$ cat src/rtl/vc_credit_pkg.sv
package vc_credit_pkg;

    localparam int NUM_CH   = 3;
    localparam int CH_IDX_W = $clog2(NUM_CH);

    typedef enum logic [CH_IDX_W-1:0] {
        CH_POSTED    = 2'd0,
        CH_NONPOSTED = 2'd1,
        CH_RESPONSE  = 2'd2
    } vc_id_e;

    typedef struct packed {
        logic                wr;
        logic [CH_IDX_W-1:0] ch;
    } sched_t;

    // Round-robin pick: search starts one past the last winner.
    function automatic logic [NUM_CH-1:0] rr_pick(
        input logic [NUM_CH-1:0]   elig,
        input logic [CH_IDX_W-1:0] last
    );
        logic [NUM_CH-1:0] g;
        g = '0;
        for (int off = NUM_CH; off >= 1; off--) begin
            int idx;
            idx = (int'(last) + off) % NUM_CH;
            if (elig[idx]) begin
                g      = '0;
                g[idx] = 1'b1;
            end
        end
        return g;
    endfunction

    function automatic logic [CH_IDX_W-1:0] onehot_idx(input logic [NUM_CH-1:0] oh);
        logic [CH_IDX_W-1:0] r;
        r = '0;
        for (int i = 0; i < NUM_CH; i++) begin
            if (oh[i]) r = CH_IDX_W'(i);
        end
        return r;
    endfunction

endpackage

$ cat src/rtl/vc_credit_counter.sv
module vc_credit_counter #(
    parameter int MAX_CREDIT  = 8,
    parameter int INIT_CREDIT = 8,
    parameter int W           = $clog2(MAX_CREDIT + 1)
) (
    input  logic         clk,
    input  logic         rst,
    input  logic         take,
    input  logic         give,
    output logic [W-1:0] level,
    output logic         ovf_err
);
    localparam logic [W-1:0] MAX_L  = W'(MAX_CREDIT);
    localparam logic [W-1:0] INIT_L = W'(INIT_CREDIT);

    always_ff @(posedge clk) begin
        if (rst) begin
            level   <= INIT_L;
            ovf_err <= 1'b0;
        end else begin
            ovf_err <= 1'b0;
            if (take && !give) begin
                level <= level - 1'b1;
            end else if (give && !take) begin
                if (level == MAX_L) ovf_err <= 1'b1;
                else                level   <= level + 1'b1;
            end
        end
    end

    p_no_overflow_r10: assert property (@(posedge clk) disable iff (rst)
        level <= MAX_L);
    p_zero_nogrant_r3: assert property (@(posedge clk) disable iff (rst)
        (level == '0) |-> !take);
    p_dec_r2: assert property (@(posedge clk) disable iff (rst)
        (take && !give) |=> level == W'($past(level) - 1'b1));
    p_inc_r5: assert property (@(posedge clk) disable iff (rst)
        (give && !take && level != MAX_L) |=> level == W'($past(level) + 1'b1));
    p_net_zero_r7: assert property (@(posedge clk) disable iff (rst)
        (give && take) |=> $stable(level));
endmodule

$ cat src/rtl/vc_rr_arbiter.sv
module vc_rr_arbiter
    import vc_credit_pkg::*;
(
    input  logic              clk,
    input  logic              rst,
    input  logic [NUM_CH-1:0] elig,
    input  logic              blocked,
    output logic [NUM_CH-1:0] gnt
);
    logic [CH_IDX_W-1:0] last_q;

    always_comb begin
        gnt = blocked ? '0 : rr_pick(elig, last_q);
    end

    always_ff @(posedge clk) begin
        if (rst)        last_q <= CH_IDX_W'(NUM_CH - 1);
        else if (|gnt)  last_q <= onehot_idx(gnt);
    end

    p_onehot_r8: assert property (@(posedge clk) disable iff (rst)
        $onehot0(gnt));
    p_full_r9: assert property (@(posedge clk) disable iff (rst)
        blocked |-> (gnt == '0));
    p_elig_r4: assert property (@(posedge clk) disable iff (rst)
        (gnt & ~elig) == '0);
    p_work_r4: assert property (@(posedge clk) disable iff (rst)
        (!blocked && elig != '0) |-> (gnt != '0));
endmodule

$ cat src/rtl/vc_credit_tracker.sv
module vc_credit_tracker
    import vc_credit_pkg::*;
#(
    parameter int MAX_CREDIT  = 8,
    parameter int INIT_CREDIT = 8,
    parameter int W           = $clog2(MAX_CREDIT + 1)
) (
    input  logic                  clk,
    input  logic                  rst,
    input  logic [NUM_CH-1:0]     chan_req,
    input  logic                  fifo_full,
    input  logic [NUM_CH-1:0]     credit_ret,
    output logic [NUM_CH-1:0]     chan_grant,
    output logic                  fifo_wr,
    output logic [CH_IDX_W-1:0]   fifo_ch,
    output logic [NUM_CH*W-1:0]   credit_level,
    output logic                  credit_err
);
    logic [NUM_CH-1:0] has_credit;
    logic [NUM_CH-1:0] elig;
    logic [NUM_CH-1:0] ch_err;
    sched_t            sched;

    for (genvar c = 0; c < NUM_CH; c++) begin : g_ch
        vc_credit_counter #(
            .MAX_CREDIT (MAX_CREDIT),
            .INIT_CREDIT(INIT_CREDIT),
            .W          (W)
        ) u_cnt (
            .clk    (clk),
            .rst    (rst),
            .take   (chan_grant[c]),
            .give   (credit_ret[c]),
            .level  (credit_level[c*W +: W]),
            .ovf_err(ch_err[c])
        );
        assign has_credit[c] = (credit_level[c*W +: W] != '0);
    end

    assign elig = chan_req & has_credit;

    vc_rr_arbiter u_arb (
        .clk    (clk),
        .rst    (rst),
        .elig   (elig),
        .blocked(fifo_full),
        .gnt    (chan_grant)
    );

    always_comb begin
        sched.wr = |chan_grant;
        sched.ch = onehot_idx(chan_grant);
    end

    assign fifo_wr    = sched.wr;
    assign fifo_ch    = sched.ch;
    assign credit_err = |ch_err;

    p_idle_r6: assert property (@(posedge clk) disable iff (rst)
        (elig == '0) |-> !fifo_wr);
    p_wr_full_r9: assert property (@(posedge clk) disable iff (rst)
        fifo_full |-> !fifo_wr);
endmodule

$ cat config.mk
export PLATFORM = sky130hd
export DESIGN_NAME = vc_credit_tracker
export DESIGN_NICKNAME = d
export VERILOG_FILES = /design/src/rtl/vc_credit_pkg.sv /design/src/rtl/vc_credit_counter.sv /design/src/rtl/vc_rr_arbiter.sv /design/src/rtl/vc_credit_tracker.sv
export SDC_FILE = /design/constraint.sdc
export NUM_CORES = 1
export LEC_CHECK = 0
export BUFFER_PORTS_ARGS = -buffer_cell sky130_fd_sc_hd__clkbuf_2
export CORE_ASPECT_RATIO = 0.9
export CORE_MARGIN = 2
export CORE_UTILIZATION = 34
export CTS_CLUSTER_SIZE = 24
export DETAILED_ROUTE_END_ITERATION = 8
export SYNTH_ARGS = -nofsm -noshare
export SYNTH_HDL_FRONTEND = slang
export SYNTH_HIERARCHICAL = 1
export SYNTH_SLANG_ARGS = --single-unit
$ cat constraint.sdc
create_clock -name clk -period 3.6 [get_ports clk]
set_input_delay 0.54 -clock clk [delete_from_list [all_inputs] [get_ports clk]]
set_output_delay 0.54 -clock clk [all_outputs]
set_load 0.1 [all_outputs]
==> results list, run 1 <==
* Run status: finished, final reports clean
- Counting buffers and inverters, the worst setup path is 7 cells deep.
* Worst rel slew slack: 63.4%
- Gates resized during post-CTS repair numbered 0.
- The root buffer cell chosen for the clock tree is sky130_fd_sc_hd__clkbuf_8.
- Post-CTS Setup Repair Bufs: 0
- For this configuration, the core starts out at a cell density of 36.0%.
* Combined buffer and inverter count along the critical path: 1
- Clock latency on the worst-skew pair, taken at its later pin, is 250 ps.
- For this run, the top clock speed supported by timing is 297 MHz.
- In the global route stage, overall resource usage came out at 13.4%.
- Number of nets in the final layout: 219
* Reg-to-reg startpoint: u_arb/last_q[0]$_SDFFE_PP0P_
- Counting cells, the worst reg-to-reg path comes to 13.
- Routed len/inst: 12.9 µm
- Slack of the worst reg-to-reg path: 350 ps
- 28 I/O pins were placed.
- Of all flip-flops after synthesis, the portion carrying an async set or reset was 0%.
* Die outline width: 73.7 µm
- The area growth from synthesis to layout is 18.2%.
- At the worst endpoint, the arrival time is 2830 ps.
- Input and output buffers added on the ports amount to 27.
- The first detailed-routing pass ran for 4 iterations.
- Sequential cell area fraction in the yosys report: 22.9%
- After floorplanning, the core was divided into 22 placement rows.
* CP Launch Type: flop
* Core area: 4130 µm²
* Critical path endpoint category: output pin
- GR Util met1: 18.9%
- Required time at the endpoint of the critical path: 3060 ps
* TritonCTS buffer count: 3
- Worst setup skew after layout: 6.30 ps
- Pin count of the biggest net entering global routing: 24
* Wire length of the first global-routing pass: 5150 µm
- Before CTS, the worst setup slack after placement is 341 ps.
- Averaged over all synthesized cells, the footprint is 9.06 µm².
* Gate Count Post-Synth: 164
* Count of synthesis-stage warnings from yosys: 6
* Count of unique library cells instantiated by Yosys: 41
- The final layout contains routed wiring with a total length of 3110 µm.
* Proportion of netlist area held by the largest area contributor: 22.9%
* Clock edge transition at the registers on the reported setup and hold paths: 70 ps
- GR Util met2: 20.6%
- Global routing used 1.82% of the available met3 tracks.
* Transition time at the pin with the least slew margin: 551 ps
- The critical path is of the flop to output pin type.
* Predominant post-synthesis flop cell: sky130_fd_sc_hd__dfxtp_1
- For this run, the slowest stage of the critical path takes 510 ps.
- In the routed design, unresolved DRC markers number 0.
- Cell taking the most area after synthesis: sky130_fd_sc_hd__dfxtp_1
- RD Place Congestion: 0.813
- Max stage delay cell, worst path: sky130_fd_sc_hd__o41a_1
- The HPWL after detailed placement is 2350 µm.
* Net count after synthesis: 189
- H-tree levels: 1
* Crit path time final: 3370 ps
- Total gr overflow: 0
- Setup ws final: 228 ps
- Hold crit path type: flop to flop
* Setup TNS Final: 0 ps
* Number of nets still failing antenna checks after routing: 0
- CTS tree: done
- The tree built by TritonCTS fans out to 17 sinks.
* Critical Path End: fifo_wr
* Synth cell count leaders: sky130_fd_sc_hd__dfxtp_1, sky130_fd_sc_hd__ha_1, sky130_fd_sc_hd__nor2_1, sky130_fd_sc_hd__a21oi_1, sky130_fd_sc_hd__inv_1
* Detail-routed via count per cell: 5.15
* Final number of hold-violating endpoints: 0
- Clock Path Buffers: 2
* Die footprint: 4920 µm²
- Final worst path period share: 93.7%
* Max-slew violation count: 0
* Post-CTS Hold Fix Bufs: 0
* Synthesized flop and latch total: 17
* Worst setup path start: g_ch[1].u_cnt/level[1]$_SDFFE_PP0P_
* Number of maximum-capacitance violations: 0
- The number of antenna diodes in the final layout is 0.
* Most crowded layer after global routing: met2
* Via count: 1241
- Count of filler cells inserted in the layout: 432
- For this block, the initial DRC count from the detailed router was 52.
* Antenna violations before repair: 0
* Reg-to-Reg End: g_ch[0].u_cnt/level[2]$_SDFFE_PP0P_
* Maximum fanout encountered on the critical timing path: 9
* Critical path cell sequence: o41a_1, mux2_2, mux2i_1, o22ai_1, and3b_2, or3_2, clkbuf_2
- Setup repair after global routing left no endpoint under its margin.
- In this run the vertical extent of the chip is 66.7 µm.
- Among cell families on the critical path, the largest total delay comes from simple AND/OR/NAND/NOR gates.
* Vias in the first global route: 1108
- Number of enable flip-flop cells after synthesis: 0
- In this run the cell area of the synthesized design comes to 1490 µm².
* Cell types occupying the most area after synthesis: sky130_fd_sc_hd__dfxtp_1, sky130_fd_sc_hd__ha_1, sky130_fd_sc_hd__a21oi_1, sky130_fd_sc_hd__nor2_1, sky130_fd_sc_hd__xnor2_1
- In the post-synthesis netlist, the cell with the most instances is sky130_fd_sc_hd__dfxtp_1.
- Setup violations remaining at the end of the flow were counted as 0.
* Share of cells above drive strength 1: 36.3%
-- sequential cells by signal, indices dropped and copies added (netlist names) --
signal and flops:
u_arb/last_q 2, g_ch.u_cnt/ovf_err 3, g_ch.u_cnt/level 12
-- cells by family (layout without fill, tap and decap cells) --
kind of cell | count (synthesis) | count (layout) | share of synthesized area (%)
AND/OR/NAND/NOR | 57 | 57 | 24.7
AO/OA/AOI/OAI | 43 | 43 | 23.7
buffers and inverters | 15 | 44 | 4.80
multiplexers | 7 | 7 | 5.13
adder cells (fa/ha/maj) | 16 | 16 | 13.5
flip-flops | 17 | 17 | 22.9
XOR/XNOR | 9 | 9 | 5.30
-- final cells by class --
cell class                 count  area [µm²]  share of cell area (%)
timing repair buffer          28         143                    8.12
sequential                    17         373                    21.2
inverter                      12        45.0                    2.56
tap                           48        60.1                    3.42
multi-input combinational    132        1090                    62.1
clock buffer                   4        45.0                    2.56
-- worst register-to-register path, delay by kind of cell (launching register included) --
kind                       cells  cell delay, ps
and+or+nand+nor                1             240
AOI/OAI and AO/OA              6            1160
xor gates and xnor gates       2             280
DFF                            1             370
adders and majority gates      3             990
buffers and inverters          1              80
-- through the flow --
| step | std cells | hold slack, ps | util, % | area [µm²] |
|---|---|---|---|---|
| floorplan | 164 | 509 | - | 1540 |
| global placement | 237 | 512 | 41.5 | 1710 |
| detailed placement | 237 | 517 | 41.5 | 1710 |
| CTS | 241 | 531 | 42.5 | 1760 |
| global route | 241 | 554 | 42.5 | 1760 |
| finish | 241 | 526 | 42.5 | 1760 |
-- placed cells by master, fill, tap and decap left out, drive strengths merged --
master	synthesis	routed
clkbuf	1	31
a21oi	17	17
dfxtp	17	17
ha	16	16
nor2	15	15
inv	12	12
nor2b	8	8
xnor2	6	6
nand2	6	6
o21ai	6	6
and3b	5	5
mux2i	5	5
nand2b	4	4
nand3b	4	4
o41a	3	3
xor2	3	3
or4b	3	3
nor4b	3	3
o21ba	3	3
a31o	3	3
nor3b	3	3
or3	3	3
mux2	2	2
o221a	2	2
a211o	2	2
buf	2	1
a31oi	1	1
and2b	1	1
or2b	1	1
o311a	1	1
o22ai	1	1
or2	1	1
o221ai	1	1
a211oi	1	1
o2bb2ai	1	1
o31ai	1	1
-- layer usage --
| layer | wire length [µm] | vias to the layer above |
|---|---|---|
| met5 | 0 | - |
| met4 | 31 | 0 |
| met3 | 78 | 2 |
| met2 | 1340 | 14 |
| met1 | 1670 | 574 |
| li1 | - | 651 |
-- worst min path at each step --
stage,from,endpoint,slack (ps),cells after the start
final,g_ch[2].u_cnt/level[1]$_SDFFE_PP0P_,g_ch[2].u_cnt/level[1]$_SDFFE_PP0P_,530,2
after global routing,g_ch[1].u_cnt/level[1]$_SDFFE_PP0P_,g_ch[1].u_cnt/level[1]$_SDFFE_PP0P_,550,2
after CTS,g_ch[2].u_cnt/level[1]$_SDFFE_PP0P_,g_ch[2].u_cnt/level[1]$_SDFFE_PP0P_,530,2
after detailed placement,g_ch[1].u_cnt/level[1]$_SDFFE_PP0P_,g_ch[1].u_cnt/level[1]$_SDFFE_PP0P_,520,2
after global placement,g_ch[2].u_cnt/level[1]$_SDFFE_PP0P_,g_ch[2].u_cnt/level[1]$_SDFFE_PP0P_,510,2
after floorplan,u_arb/last_q[1]$_SDFFE_PP1P_,u_arb/last_q[1]$_SDFFE_PP1P_,510,2
Power of run 1 is left out: the tool's default activity adds up to more than one toggle a clock period on the data nets, which glitch-free logic cannot reach.
==> run 2, diff against run 1 <==
--- a/config.mk
+++ b/config.mk
@@ -5,6 +5,7 @@
 export SDC_FILE = /design/constraint.sdc
 export NUM_CORES = 1
 export LEC_CHECK = 0
+export ABC_AREA = 1
 export BUFFER_PORTS_ARGS = -buffer_cell sky130_fd_sc_hd__clkbuf_2
 export CORE_ASPECT_RATIO = 0.9
 export CORE_MARGIN = 2
==> run 2 against run 1 <==
  * Clock skew shrank 5.6 ps
  * Final cell count grew 39%
  * Clock-buffer cell count shrank 1
  * Register-to-register slack gained 490 ps
  * Cell area grew 0.78%
  * Critical path type unchanged
  * Global-route usage grew 1.1 points
  * Via count grew 20%
  * Routed wire length grew 5.3%
  * Sequential share of layout area shrank 1.2 points
  * Critical path depth grew 7
  * Die area grew 1.1%
  * Synthesized cell count grew 49%
==> results list, run 2 <==
* Core area: 4160 µm²
- Among all flip-flop cells after synthesis, the most frequent one is sky130_fd_sc_hd__dfxtp_1.
- Sequential elements use 22.6% of the synthesized area.
- Top Registers: g_ch.u_cnt/level x12, g_ch.u_cnt/ovf_err x3, u_arb/last_q x2
- Worst setup skew after layout: 0.711 ps
- CTS saw 17 sinks.
- Post-CTS repair changed the size of 0 cells.
* Cell taking the most area after synthesis: sky130_fd_sc_hd__dfxtp_1
- The initial utilization of the core area, before any placement, comes to 36.2%.
- The clock passes through at most 2 buffers.
* Synthesized flop and latch total: 17
- Syn avg cell area: 6.14 µm²
- Crit Path Class: flop to output pin
* Worst rel slew slack: 63.9%
- Synthesis produced a netlist with a net count of 270.
- The library cell used most frequently in the layout, excluding fill and tap cells, is sky130_fd_sc_hd__nand2_1.
- The register with the most flip-flops in the layout has 12 of them.
* Latest clock arrival within the worst-skew pair: 250 ps
- Pin count of the biggest net entering global routing: 11
- Along the worst hold path, the cell count comes to 2.
* Gate Count Post-Synth: 245
- Achievable frequency: 335 MHz
- Sorting the synthesized cells by area gives the leading types as sky130_fd_sc_hd__dfxtp_1, sky130_fd_sc_hd__ha_1, sky130_fd_sc_hd__nand2_1, sky130_fd_sc_hd__inv_1, sky130_fd_sc_hd__nor2_1.
* RSZ-0062 raised after global routing: no
* CP Launch Type: flop
* Register bank with the most flops: g_ch.u_cnt/level
- On the final layout, the worst hold slack is 515 ps.
- The HPWL after detailed placement is 2730 µm.
* DR DRC count: 0
* Fraction of registers with async set/reset: 0%
- In this run the worst hold path is classified as flop to flop.
* Total gr overflow: 0
* Routed len/inst: 9.78 µm
- Port Buffers: 27
- Reg-to-reg startpoint: u_arb/last_q[0]$_SDFFE_PP0P_
- Hold Startpoint: u_arb/last_q[1]$_SDFFE_PP1P_
- Detailed routing inserted a total of 1491 vias.
- Buffers inserted to repair hold after CTS numbered 0.
- In this run the cell area measured after placement is 1720 µm².
- Setup slack on the worst reg-to-reg path comes out at 840 ps.
- In this run the number of H-tree levels came out at 1.
- The worst path uses 82.9% of the clock period.
- Setup TNS Final: 0 ps
- Reg-to-Reg End: g_ch[2].u_cnt/level[2]$_SDFFE_PP0P_
* Transition time at the pin with the least slew margin: 544 ps
- TritonCTS built the clock tree.
- Diodes inserted: 0
- The worst register-to-register path has a depth of 17.
- Initial DRC count: 60
- Commonest cells after routing, fill and taps aside: sky130_fd_sc_hd__nand2_1, sky130_fd_sc_hd__inv_1, sky130_fd_sc_hd__nor2_1, sky130_fd_sc_hd__clkbuf_2, sky130_fd_sc_hd__nand3_1
- The worst setup path is captured at an output pin.
- Measured along the y axis, the die boundary spans 67.1 µm.
- For the worst setup path, the data arrival time is 2440 ps.
* Total number of placement rows: 22
- Total GRT Usage: 14.6%
- Die footprint: 4970 µm²
- The synthesized netlist occupies a cell area of 1500 µm².
* Area overhead of the layout relative to synthesis: 17.7%
* Run status: finished, final reports clean
* End point of the worst hold path: u_arb/last_q[1]$_SDFFE_PP1P_
* Detail-routed via count per cell: 4.45
- Max-slew violation count: 0
* Post-CTS Setup Repair Bufs: 0
* Wire length of the first global-routing pass: 5660 µm
- Yosys mapped the design onto 23 distinct sky130hd cell types.
* Clock root buffer: sky130_fd_sc_hd__clkbuf_8
* Clock edge transition at the registers on the reported setup and hold paths: 70 ps
- Die outline width: 74.1 µm
- At the worst endpoint, the required time is 3060 ps.
- The number of global-route vias before repair came to 1303.
- The number of hold violations in the final report was 0.
- The number of antenna violations at the first check in global routing was 0.
* Number of detailed-routing iterations run before antenna repair: 4
- RD Place Congestion: 0.868
- In this run the worst path has a maximum fanout of 6.
- Synth cell count leaders: sky130_fd_sc_hd__nand2_1, sky130_fd_sc_hd__inv_1, sky130_fd_sc_hd__nor2_1, sky130_fd_sc_hd__nand3_1, sky130_fd_sc_hd__dfxtp_1
- Once layout is done, the placed cells without fillers occupy 1770 µm².
- I/O pins: 28
- Number of enable flip-flop cells after synthesis: 0
- Among all cell types in the netlist, the one instantiated most often is sky130_fd_sc_hd__nand2_1.
- The Yosys step of the flow raised 6 warnings.
* Number of maximum-capacitance violations: 0
* TritonCTS buffer count: 3
* Final wirelength: 3280 µm
- Of the cells placed in the final design, the portion with a size suffix greater than 1 is 25.1%.
- Worst setup path start: u_arb/last_q[0]$_SDFFE_PP0P_
- Setup violations remaining at the end of the flow were counted as 0.
- The detail route stage leaves a number of antenna-violating nets equal to 0.
- Subtracting the final worst setup slack from the clock period gives 2980 ps.
* Number of nets in the final layout: 301
- Proportion of netlist area held by the largest area contributor: 22.6%
run 2: through the flow:
stage	util, %	std cells	setup WS [ps]
3_5_place_dp	41.5	331	708
5_1_grt	42.6	335	390
2_1_floorplan	-	245	1.33
6_report	42.6	335	616
3_3_place_gp	41.5	331	762
4_1_cts	42.6	335	594
run 2: cell type report:
class	count	area, µm²
fillers	472	2390
multi-input cells	174	960
flip-flops and latches	17	355
inverters	53	199
repair buffers	27	135
well taps	60	75.1
clock buffers	3	41.3
clock inverters	1	5.00
run 2: worst max-delay path, stage by stage, from the launching register on:
cell	delay (ps)
sky130_fd_sc_hd__dfxtp_1	380
sky130_fd_sc_hd__inv_1	80
sky130_fd_sc_hd__ha_1	390
sky130_fd_sc_hd__inv_2	140
sky130_fd_sc_hd__nand2_2	70
sky130_fd_sc_hd__nand3_2	90
sky130_fd_sc_hd__nand2_2	70
sky130_fd_sc_hd__nand2_1	70
sky130_fd_sc_hd__clkinv_1	60
sky130_fd_sc_hd__nand2_2	70
sky130_fd_sc_hd__nand2_4	60
sky130_fd_sc_hd__inv_2	110
sky130_fd_sc_hd__inv_1	60
sky130_fd_sc_hd__nor2_2	70
sky130_fd_sc_hd__clkbuf_2	450
run 2: cell families (layout without fill, tap and decap cells):
kind of cell	Yosys count	count (layout)	synth area share, %
AND/OR/NAND/NOR	130	130	39.4
buffers and inverters	54	84	13.7
AO/OA/AOI/OAI	25	25	9.15
flip-flops	17	17	22.6
adder cells (fa/ha/maj)	16	16	13.3
XOR/XNOR	3	3	1.75
run 2: worst max path at each step:
stage	endpoint	slack (ps)
floorplan	fifo_wr	1
global placement	g_ch[1].u_cnt/level[2]$_SDFFE_PP0P_	760
detailed placement	g_ch[1].u_cnt/level[2]$_SDFFE_PP0P_	710
finish	fifo_ch[0]	620
global route	fifo_ch[0]	390
CTS	fifo_ch[0]	590
run 2: per-layer routing:
layer	global-route usage [%]	routed length [µm]
met1	20.0	1730
met2	23.0	1400
met3	3.18	112
met4	3.41	30
met5	0	0
Power of run 2 is left out for the same reason.
==> run 3, diff against run 2 <==
==> constraint.sdc (replaced) <==
create_clock -name clk -period 2.8 [get_ports clk]
set_input_delay 0.42 -clock clk [delete_from_list [all_inputs] [get_ports clk]]
set_output_delay 0.42 -clock clk [all_outputs]
set_load 0.1 [all_outputs]
==> run 3 against run 2 <==
  * Via count up 5.7%
  * Global-route usage increased by 0.21 points
  * Non-clock buffer count is 4 higher
  * Register-to-register slack got worse by 540 ps
==> results list, run 3 (synthesized netlist as in run 2, its figures left out) <==
* Run status: finished, final reports clean
* Delay of the slowest critical-path stage: 360 ps
- Vias in the first global route: 1377
- The number of buffers and inverters on the critical path is 6.
- In this run the tightest slew margin relative to its limit is 62.8%.
* HPWL after detailed placement: 2790 µm
- Number of nets still failing antenna checks after routing: 0
* Number of nets in the final layout: 305
* Max-slew violation count: 0
- In this design, the critical path's most frequently occurring cell is sky130_fd_sc_hd__nand2_1.
- Among all stages on the critical path, the largest delay is contributed by sky130_fd_sc_hd__dfxtp_2.
* I/O pins: 28
- Total number of placement rows: 22
- Hold crit path type: flop to flop
- The repair_antennas step left the layout with diodes totalling 0.
- On the final layout, the worst clock skew is 3.62 ps.
- Commonest cells after routing, fill and taps aside: sky130_fd_sc_hd__nand2_1, sky130_fd_sc_hd__inv_1, sky130_fd_sc_hd__nor2_1, sky130_fd_sc_hd__nand3_1, sky130_fd_sc_hd__clkbuf_2
* Latest clock arrival within the worst-skew pair: 250 ps
- Total gr overflow: 0
- Setup slack closes at 217 ps.
- Setup repair after global routing left no endpoint under its margin.
* Max FFs per register: 12
- Final number of hold-violating endpoints: 0
* CTS tree: done
* Area overhead of the layout relative to synthesis: 33.2%
* Number of maximum-capacitance violations: 0
- For this configuration, the core starts out at a cell density of 36.2%.
* H-tree levels: 1
- Final worst path period share: 92.2%
* CP Data Arrival Time: 2160 ps
- Across all hold checks on the routed design, the worst slack comes to 494 ps.
- DR DRC count: 0
* Achievable frequency: 387 MHz
* Number of detailed-routing iterations run before antenna repair: 4
- Clock root buffer: sky130_fd_sc_hd__clkbuf_8
- The core region is 4160 µm².
- Summing all flip-flop and latch instances after layout gives 388 µm².
* Detail-routed via count per cell: 4.65
- Fill cells in the final layout number 431.
* Share of cells above drive strength 1: 33.0%
- The number of gates resized after CTS was 0.
- Crit path time final: 2580 ps
- No sink is reached through more buffers than the 2 on the longest clock path.
* TritonCTS buffer count: 3
- The number of antenna violations at the first check in global routing came to 0.
- In the final layout, the registers with the most flip-flops are g_ch.u_cnt/level x12, g_ch.u_cnt/ovf_err x3, u_arb/last_q x2.
* CP Launch Type: flop
- In this run the horizontal extent of the chip is 74.1 µm.
* Y dimension of the die: 67.1 µm
* Critical path endpoint category: output pin
- Port buffering added 27 buffers.
* Clock edge transition at the registers on the reported setup and hold paths: 60 ps
- Wire length of the first global-routing pass: 5860 µm
- Clock tree synthesis found a total of 17 sinks.
- Once the clock tree was built, the setup fixing pass inserted 0 buffers.
- Leaving out fill and tap cells, the most frequent cell in the layout is sky130_fd_sc_hd__nand2_1.
- Final wirelength: 3350 µm
- In this run the worst path has a maximum fanout of 5.
- Critical path's top delay family: buffers and inverters
- Pre-CTS setup slack: 150 ps
- Pin count of the biggest net entering global routing: 10
- Detailed routing inserted a total of 1576 vias.
* Routed len/inst: 9.89 µm
* Total GRT Usage: 14.8%
- Crit Path Class: flop to output pin
* Register bank with the most flops: g_ch.u_cnt/level
* Critical path cell sequence: inv_1, ha_4, inv_2, nand3_2, nand2_1, nand2_1, nand2_1, nand2_1, nand2_2, clkinvlp_4, buf_4, inv_1, nand2_4, buf_12
- The die covers 4970 µm².
* Transition time at the pin with the least slew margin: 561 ps
- Setup violations remaining at the end of the flow were counted as 0.
- Initial DRC count: 73
- RD Place Congestion: 0.922
- Buffers inserted to repair hold after CTS numbered 0.
- Summing all multi-input logic gate instances after layout gives 1050 µm².
- Required time at the endpoint of the critical path: 2380 ps
run 3: layer usage:
metal	wire [µm]	part of all wire (%)	track usage, %
met5	0	0	0
met4	17	0.51	3.64
met3	192	5.7	2.27
met1	1630	49	20.8
met2	1510	45	23.3
run 3: final cells by class:
cell class / instances / share of cell area [%]
multi-input combinational: 174 / 52.7
sequential: 17 / 19.4
timing repair buffer: 31 / 11.5
inverter: 53 / 10.5
tap: 60 / 3.75
clock buffer: 4 / 2.25
run 3: metrics by stage:
step	util [%]	std cells	cell area, µm²	TNS (ps)
floorplan	-	245	1630	-1050
global placement	46.4	335	1930	0
detailed placement	46.4	335	1930	0
CTS	47.5	339	1970	0
global route	48.2	339	2000	0
finish	48.2	339	2000	0
run 3: path summary, 6_finish.rpt:
kind | start | to | slack, ps | cells after the start
hold / removal | u_arb/last_q[1]$_SDFFE_PP1P_ | u_arb/last_q[1]$_SDFFE_PP1P_ | 490 | 2
setup / recovery | u_arb/last_q[0]$_SDFFE_PP0P_ | fifo_wr | 220 | 14
setup reg to reg | u_arb/last_q[0]$_SDFFE_PP0P_ | g_ch[1].u_cnt/level[2]$_SDFFE_PP0P_ | 300 | 20
hold reg to reg | u_arb/last_q[1]$_SDFFE_PP1P_ | u_arb/last_q[1]$_SDFFE_PP1P_ | 490 | 2
run 3: worst register-to-register path, delay by kind of cell, from the launching register on:
family / cells / cell delay (ps)
AO/OA/AOI/OAI: 1 / 140
flip-flops: 1 / 360
buffers and inverters: 5 / 420
adder cells (fa/ha/maj): 3 / 650
AND/OR/NAND/NOR: 11 / 840
Power of run 3 is left out for the same reason.
